==> src/rtl/agc_pkg.sv <==
package agc_pkg;

  localparam int TGT_W = 4;
  localparam int TGT_MAX = 14;

  typedef enum logic [1:0] {
    LVL_OK    = 2'b00,
    LVL_LOUD  = 2'b01,
    LVL_QUIET = 2'b10
  } lvl_e;

  typedef enum logic [1:0] {
    PH_IDLE = 2'b00,
    PH_ATK  = 2'b01,
    PH_HOLD = 2'b10,
    PH_DCY  = 2'b11
  } ph_e;

  // Threshold mantissa for 1.5 dB steps inside one 6 dB octave, 16-bit scale.
  function automatic logic [15:0] tgt_mant(input logic [1:0] j);
    logic [15:0] m;
    unique case (j)
      2'd0: m = 16'd27571;
      2'd1: m = 16'd23198;
      2'd2: m = 16'd19519;
      default: m = 16'd16423;
    endcase
    return m;
  endfunction

endpackage

==> src/rtl/agc_level_det.sv <==
module agc_level_det
  import agc_pkg::*;
#(
  parameter int MAG_W = 16
) (
  input  logic                   clk,
  input  logic                   rst,
  input  logic                   en,
  input  logic                   tick,
  input  logic                   smp_vld,
  input  logic [MAG_W-1:0]       smp_mag,
  input  logic [TGT_W-1:0]       target_code,
  output lvl_e                   lvl
);

  localparam int MAG_SH = MAG_W - 16;

  logic [MAG_W-1:0] peak_q;
  logic [MAG_W-1:0] thr;
  logic [TGT_W-1:0] k;

  // Attenuation index below the highest target.
  always_comb begin
    if (target_code >= TGT_W'(TGT_MAX)) k = '0;
    else                                k = TGT_W'(TGT_MAX) - target_code;
  end

  always_comb thr = (MAG_W'(tgt_mant(k[1:0])) << MAG_SH) >> k[3:2];

  // Peak of the samples since the previous tick; the tick-cycle sample opens the next window.
  always_ff @(posedge clk) begin
    if (rst || !en) begin
      peak_q <= '0;
    end else if (tick) begin
      peak_q <= smp_vld ? smp_mag : '0;
    end else if (smp_vld && (smp_mag > peak_q)) begin
      peak_q <= smp_mag;
    end
  end

  always_comb begin
    if (peak_q > thr)             lvl = LVL_LOUD;
    else if (peak_q < (thr >> 1)) lvl = LVL_QUIET;
    else                          lvl = LVL_OK;
  end

endmodule

==> src/rtl/agc_interval_sel.sv <==
module agc_interval_sel #(
  parameter int unsigned ALC_ATK   = 4,
  parameter int unsigned ALC_DCY   = 16,
  parameter int unsigned LIM_ATK   = 1,
  parameter int unsigned LIM_DCY   = 4,
  parameter int unsigned HOLD_BASE = 8,
  parameter int          SEL_W     = 4,
  parameter int          CNT_W     = 20,
  parameter bit          LEN_REG   = 1'b1
) (
  input  logic             clk,
  input  logic             rst,
  input  logic             mode,
  input  logic [SEL_W-1:0] hold_sel,
  input  logic [SEL_W-1:0] decay_sel,
  input  logic [SEL_W-1:0] attack_sel,
  output logic [CNT_W-1:0] atk_len,
  output logic [CNT_W-1:0] dcy_len,
  output logic [CNT_W-1:0] hold_len
);

  logic [CNT_W-1:0] atk_b, dcy_b;
  logic [CNT_W-1:0] atk_c, dcy_c, hold_c;

  assign atk_b  = mode ? CNT_W'(LIM_ATK) : CNT_W'(ALC_ATK);
  assign dcy_b  = mode ? CNT_W'(LIM_DCY) : CNT_W'(ALC_DCY);
  assign atk_c  = atk_b << attack_sel;
  assign dcy_c  = dcy_b << decay_sel;
  assign hold_c = (hold_sel == '0) ? '0 : (CNT_W'(HOLD_BASE) << (hold_sel - 1'b1));

  generate
    if (LEN_REG) begin : g_reg
      // Registered lengths keep the barrel shifters out of the step-control path.
      always_ff @(posedge clk) begin
        if (rst) begin
          atk_len  <= CNT_W'(ALC_ATK);
          dcy_len  <= CNT_W'(ALC_DCY);
          hold_len <= '0;
        end else begin
          atk_len  <= atk_c;
          dcy_len  <= dcy_c;
          hold_len <= hold_c;
        end
      end
    end else begin : g_comb
      assign atk_len  = atk_c;
      assign dcy_len  = dcy_c;
      assign hold_len = hold_c;
    end
  endgenerate

endmodule

==> src/rtl/agc_step_ctrl.sv <==
module agc_step_ctrl
  import agc_pkg::*;
#(
  parameter int GAIN_W   = 6,
  parameter int CNT_W    = 20,
  parameter int RST_GAIN = 16
) (
  input  logic              clk,
  input  logic              rst,
  input  logic              en,
  input  logic              tick,
  input  lvl_e              lvl,
  input  logic [CNT_W-1:0]  atk_len,
  input  logic [CNT_W-1:0]  dcy_len,
  input  logic [CNT_W-1:0]  hold_len,
  input  logic [GAIN_W-1:0] manual_gain,
  output logic [GAIN_W-1:0] gain
);

  ph_e              ph_q;
  logic [CNT_W-1:0] cnt_q;
  logic [GAIN_W-1:0] gain_q;

  logic [CNT_W-1:0]  n_atk, n_hold, n_dcy;
  logic              use_dcy;
  logic [GAIN_W-1:0] gain_up, gain_dn;

  always_comb begin
    n_atk   = (ph_q == PH_ATK)  ? cnt_q + CNT_W'(1) : CNT_W'(1);
    n_hold  = (ph_q == PH_HOLD) ? cnt_q + CNT_W'(1) : CNT_W'(1);
    n_dcy   = (ph_q == PH_DCY)  ? cnt_q + CNT_W'(1) : CNT_W'(1);
    use_dcy = (ph_q == PH_DCY) || ((ph_q != PH_HOLD) && (hold_len == '0));
    gain_up = (gain_q == '1) ? gain_q : gain_q + 1'b1;
    gain_dn = (gain_q == '0) ? gain_q : gain_q - 1'b1;
  end

  always_ff @(posedge clk) begin
    if (rst) begin
      gain_q <= GAIN_W'(RST_GAIN);
      ph_q   <= PH_IDLE;
      cnt_q  <= '0;
    end else if (!en) begin
      gain_q <= manual_gain;
      ph_q   <= PH_IDLE;
      cnt_q  <= '0;
    end else if (tick) begin
      unique case (lvl)
        LVL_LOUD: begin
          ph_q <= PH_ATK;
          if (n_atk >= atk_len) begin
            gain_q <= gain_dn;
            cnt_q  <= '0;
          end else begin
            cnt_q  <= n_atk;
          end
        end
        LVL_QUIET: begin
          if (use_dcy) begin
            ph_q <= PH_DCY;
            if (n_dcy >= dcy_len) begin
              gain_q <= gain_up;
              cnt_q  <= '0;
            end else begin
              cnt_q  <= n_dcy;
            end
          end else if (n_hold >= hold_len) begin
            ph_q  <= PH_DCY;
            cnt_q <= '0;
          end else begin
            ph_q  <= PH_HOLD;
            cnt_q <= n_hold;
          end
        end
        default: begin
          ph_q  <= PH_IDLE;
          cnt_q <= '0;
        end
      endcase
    end
  end

  assign gain = gain_q;

endmodule

==> src/rtl/agc_gain_ctrl.sv <==
module agc_gain_ctrl
  import agc_pkg::*;
#(
  parameter int          MAG_W     = 16,
  parameter int          GAIN_W    = 6,
  parameter int          SEL_W     = 4,
  parameter int          RST_GAIN  = 16,
  parameter int unsigned ALC_ATK   = 4,
  parameter int unsigned ALC_DCY   = 16,
  parameter int unsigned LIM_ATK   = 1,
  parameter int unsigned LIM_DCY   = 4,
  parameter int unsigned HOLD_BASE = 8
) (
  input  logic              clk,
  input  logic              rst,
  input  logic              en,
  input  logic              mode,
  input  logic [TGT_W-1:0]  target_code,
  input  logic [SEL_W-1:0]  hold_sel,
  input  logic [SEL_W-1:0]  decay_sel,
  input  logic [SEL_W-1:0]  attack_sel,
  input  logic [GAIN_W-1:0] manual_gain,
  input  logic              tick,
  input  logic              smp_vld,
  input  logic [MAG_W-1:0]  smp_mag,
  output logic [GAIN_W-1:0] gain
);

  localparam int unsigned MAX_AD   = (ALC_ATK > ALC_DCY) ? ALC_ATK : ALC_DCY;
  localparam int unsigned MAX_LIM  = (LIM_ATK > LIM_DCY) ? LIM_ATK : LIM_DCY;
  localparam int unsigned MAX_TD   = (MAX_AD > MAX_LIM) ? MAX_AD : MAX_LIM;
  localparam int unsigned MAX_BASE = (MAX_TD > HOLD_BASE) ? MAX_TD : HOLD_BASE;
  localparam int          CNT_W    = $clog2(MAX_BASE + 1) + (1 << SEL_W) - 1;

  lvl_e             lvl;
  logic [CNT_W-1:0] atk_len, dcy_len, hold_len;

  agc_level_det #(.MAG_W(MAG_W)) u_det (
    .clk         (clk),
    .rst         (rst),
    .en          (en),
    .tick        (tick),
    .smp_vld     (smp_vld),
    .smp_mag     (smp_mag),
    .target_code (target_code),
    .lvl         (lvl)
  );

  agc_interval_sel #(
    .ALC_ATK   (ALC_ATK),
    .ALC_DCY   (ALC_DCY),
    .LIM_ATK   (LIM_ATK),
    .LIM_DCY   (LIM_DCY),
    .HOLD_BASE (HOLD_BASE),
    .SEL_W     (SEL_W),
    .CNT_W     (CNT_W),
    .LEN_REG   (1'b1)
  ) u_len (
    .clk        (clk),
    .rst        (rst),
    .mode       (mode),
    .hold_sel   (hold_sel),
    .decay_sel  (decay_sel),
    .attack_sel (attack_sel),
    .atk_len    (atk_len),
    .dcy_len    (dcy_len),
    .hold_len   (hold_len)
  );

  agc_step_ctrl #(
    .GAIN_W   (GAIN_W),
    .CNT_W    (CNT_W),
    .RST_GAIN (RST_GAIN)
  ) u_step (
    .clk         (clk),
    .rst         (rst),
    .en          (en),
    .tick        (tick),
    .lvl         (lvl),
    .atk_len     (atk_len),
    .dcy_len     (dcy_len),
    .hold_len    (hold_len),
    .manual_gain (manual_gain),
    .gain        (gain)
  );

endmodule

==> config.mk <==
export PLATFORM = sky130hd
export DESIGN_NAME = agc_gain_ctrl
export DESIGN_NICKNAME = d
export VERILOG_FILES = /design/src/rtl/agc_pkg.sv /design/src/rtl/agc_level_det.sv /design/src/rtl/agc_interval_sel.sv /design/src/rtl/agc_step_ctrl.sv /design/src/rtl/agc_gain_ctrl.sv
export SDC_FILE = /design/constraint.sdc
export NUM_CORES = 1
export LEC_CHECK = 0
export CAP_MARGIN = 20
export CORE_MARGIN = 1
export CORE_UTILIZATION = 45
export CTS_BUF_LIST = sky130_fd_sc_hd__clkbuf_8
export CTS_CLUSTER_SIZE = 14
export DETAILED_ROUTE_END_ITERATION = 8
export DONT_BUFFER_PORTS = 1
export PLACE_DENSITY = 0.7
export SLEW_MARGIN = 20
export SYNTH_ARGS = -nofsm -noshare
export SYNTH_HDL_FRONTEND = slang
export SYNTH_HIERARCHICAL = 1
export SYNTH_SLANG_ARGS = --single-unit
==> constraint.sdc <==
create_clock -name clk -period 14.7 [get_ports clk]
set_clock_uncertainty 0.05 [all_clocks]
set_input_delay 2.94 -clock clk [delete_from_list [all_inputs] [get_ports clk]]
set_output_delay 2.94 -clock clk [all_outputs]
set_load 0.05 [all_outputs]
==> run metrics <==
share of layout cells above drive strength 1=4.70%; CTS root buf=clkbuf_8; Die ar.=0.0167 mm2; number of CTS-inserted buffers=9; Pins Over Slew Limit=0; ANT nets after route=0; Util after Layout=47.9%; Crit. End Element=flip-flop; setup ws final=6.40 ns; final cell count without fillers=1130; Worst R2R Path Depth=17; fin crit period=8.30 ns; I/O Pins=50; outcome=finished, final reports clean; Setup WS pre-CTS=6.04 ns; synthesis warning total=6; Rel. slew slack=30.5%; CTS tree=done; crit share post-route=56.4%; most frequent cells in the layout=145 x nor2_1, 119 x ha_1, 96 x inv_1, 96 x dfxtp_1, 65 x nand2_1; Post-Synthesis Cells=922; Post-DP HPWL=13.2 mm; Skew-Pair Late Insertion Delay=0.39 ns; number of enable flip-flop cells after synthesis=0; Syn Area/Cell=7.92 um2; initial antenna violation count=0; Critical Path RT=14.95 ns; max cap viols=0; setup violators final=0; Sw Ratio=32.4%; Die Y=129 um; ant diodes=0; static leakage=3.03 nW; sequential cell area fraction in the yosys report=26.3%; Reg2Reg Setup Slack=10.27 ns; Setup crit end=u_step/gain[5]; Setup Fix Bufs, Post-CTS=0; crit path launch=target_code[0]; Critical R2R Capture=u_step/gain[5]; Mapped Area=0.00730 mm2; # placed instances=1114; Logic pwr share=21.2%; Power, Total=0.561 mW; Final Hold Fails=0; Rows=46; most common cell after layout, fill and taps aside=nor2_1; Seq pwr share=49.4%; die width=129 um; origin of the critical flop-to-flop path=u_det/peak_q[5]; Vias=6172; CTS clk-pin slew, worst paths=0.09 ns; fraction of registers with async set/reset=0%; VDD IR max=0.0568 mV; Final Net Count=1073; drt drc=0; fmax=0.121 GHz; worst hold path class=flip-flop to flip-flop; # port buffers=0; WS Path Type=primary input to flip-flop; drt total wl=16.5 mm; Worst EP arrival=8.54 ns; H-tree Lvls=3; power per standard cell area=73.7 mW/mm2; average wire per standard cell=14.6 um; DP Area=0.00742 mm2; clock power share=29.3%; CTS Buffer Depth=2; flops & latches, synth=96; post-CTS sizing=0; Vias/cell=5.46; core area=0.0159 mm2; first-pass GRT wire length=27.6 mm; NetSw=0.182 mW; Initial Utilization=46.0%; vias in the first global route=5871; drt first pass iters=4; Worst Max-Slew Pin Slew=1.04 ns; cts hold-fix bufs=0; post-synthesis cell type count=76; grt total ovfl=0; Critical Path Fanout Max=8; TNS Setup=0 ns; GP Congestion=0.864; largest net degree at the start of global routing=26; ys flop type=dfxtp_1; RSZ-0062 raised after global routing=no; clock net sink count=96; WHS=0.432 ns; design area=0.00761 mm2; startpoint types=primary input; Layout area overhead=4.15%; initial DRC count=294; All-Layer GR Usage=20.8%; Internal=0.379 mW
-- state kept, by name (all words and copies together), names as in the netlist --
register        count
u_step/cnt_q       20
u_len/atk_len      18
u_len/dcy_len      18
u_det/peak_q       16
u_len/hold_len     16
u_step/gain         6
u_step/ph_q         2
-- Yosys cell counts (all sizes together), types with 3 or more instances --
master,instances,area (um2)
xnor2,13,114
clkbuf,19,71.3
nand3b,4,30.0
nand2,65,244
nand4,15,93.8
dfxtp,96,1920
or3b,5,48.8
a211oi,19,143
ha,119,1490
nor3b,3,27.5
nor2,145,544
inv,96,360
o2111ai,3,26.3
a2111oi,5,81.3
o221ai,5,43.8
nor4b,3,26.3
o21ai,57,293
a21oi,43,219
a21o,8,60.1
mux2i,22,220
o41ai,3,26.3
nand3,19,100
and2,3,18.8
or3,4,26.3
buf,16,130
a31oi,4,25.0
o21a,4,30.0
nor3,27,135
o211ai,7,57.6
and3,6,38.8
nand4bb,4,45.0
xor2,7,61.3
nor4,13,87.6
nand2b,18,113
nor2b,10,62.6
-- worst max-delay path, cell delays in order --
cell,delay (ns)
ha_1,0.27
o211ai_1,0.16
nand2_1,0.20
inv_1,0.11
ha_1,0.29
o21ai_0,0.41
a211oi_1,0.14
a21oi_1,0.22
ha_1,0.28
nand2_1,0.08
o21ai_0,0.12
a2111o_1,0.41
or3_1,0.31
o21a_1,0.17
a311oi_1,0.37
ha_1,0.35
inv_1,0.20
ha_1,0.31
a21o_1,0.17
a21oi_1,0.23
o21bai_1,0.09
a21oi_1,0.17
xnor2_1,0.10
a21o_1,0.19
a311oi_2,0.24
-- worst min path at each step --
| stage | from | end | slack (ns) | cells after the start |
|---|---|---|---|---|
| after floorplan | u_step/cnt_q[19] | u_step/cnt_q[19] | 0.39 | 2 |
| after global placement | u_step/cnt_q[19] | u_step/cnt_q[19] | 0.40 | 2 |
| after detailed placement | u_step/cnt_q[19] | u_step/cnt_q[19] | 0.41 | 2 |
| after CTS | u_step/cnt_q[19] | u_step/cnt_q[19] | 0.43 | 2 |
| after global routing | u_step/cnt_q[11] | u_step/cnt_q[11] | 0.47 | 2 |
| final | u_step/cnt_q[19] | u_step/cnt_q[19] | 0.43 | 2 |
-- cells by family after synthesis --
logic type / synth area share, %
DFF: 26.3
xor gates and xnor gates: 2.40
buffers and inverters: 7.74
and+or+nand+nor: 23.2
adders and majority gates: 20.7
AOI/OAI and AO/OA: 16.4
other: 0.0513
muxes: 3.17
-- cell type report --
cell class / count / area [um2]
Clock buffer: 9 / 124
Clock inverter: 7 / 53.8
Fill cell: 1637 / 8280
Inverter: 97 / 364
Multi-Input combinational cell: 702 / 4850
Sequential cell: 96 / 1920
Tap cell: 216 / 270
Timing Repair Buffer: 3 / 22.5
-- routing by layer --
metal	vias to the layer above	global-route usage, %	routed length (um)
met5	-	0	0
met4	0	6.16	255
met3	20	4.46	701
met2	99	34.5	7790
met1	2866	27.2	7750
li1	3187	-	-
-- power groups by stage --
stage / Sequential [mW] / Clock [mW] / Combinational, mW
after global routing: 0.278 / 0.183 / 0.135
final: 0.277 / 0.164 / 0.119
after detailed placement: 0.283 / 0 / 0.118
after CTS: 0.277 / 0.170 / 0.119
after global placement: 0.283 / 0 / 0.116
after floorplan: 0.281 / 0 / 0.102
(Power assumes the default switching activity.)
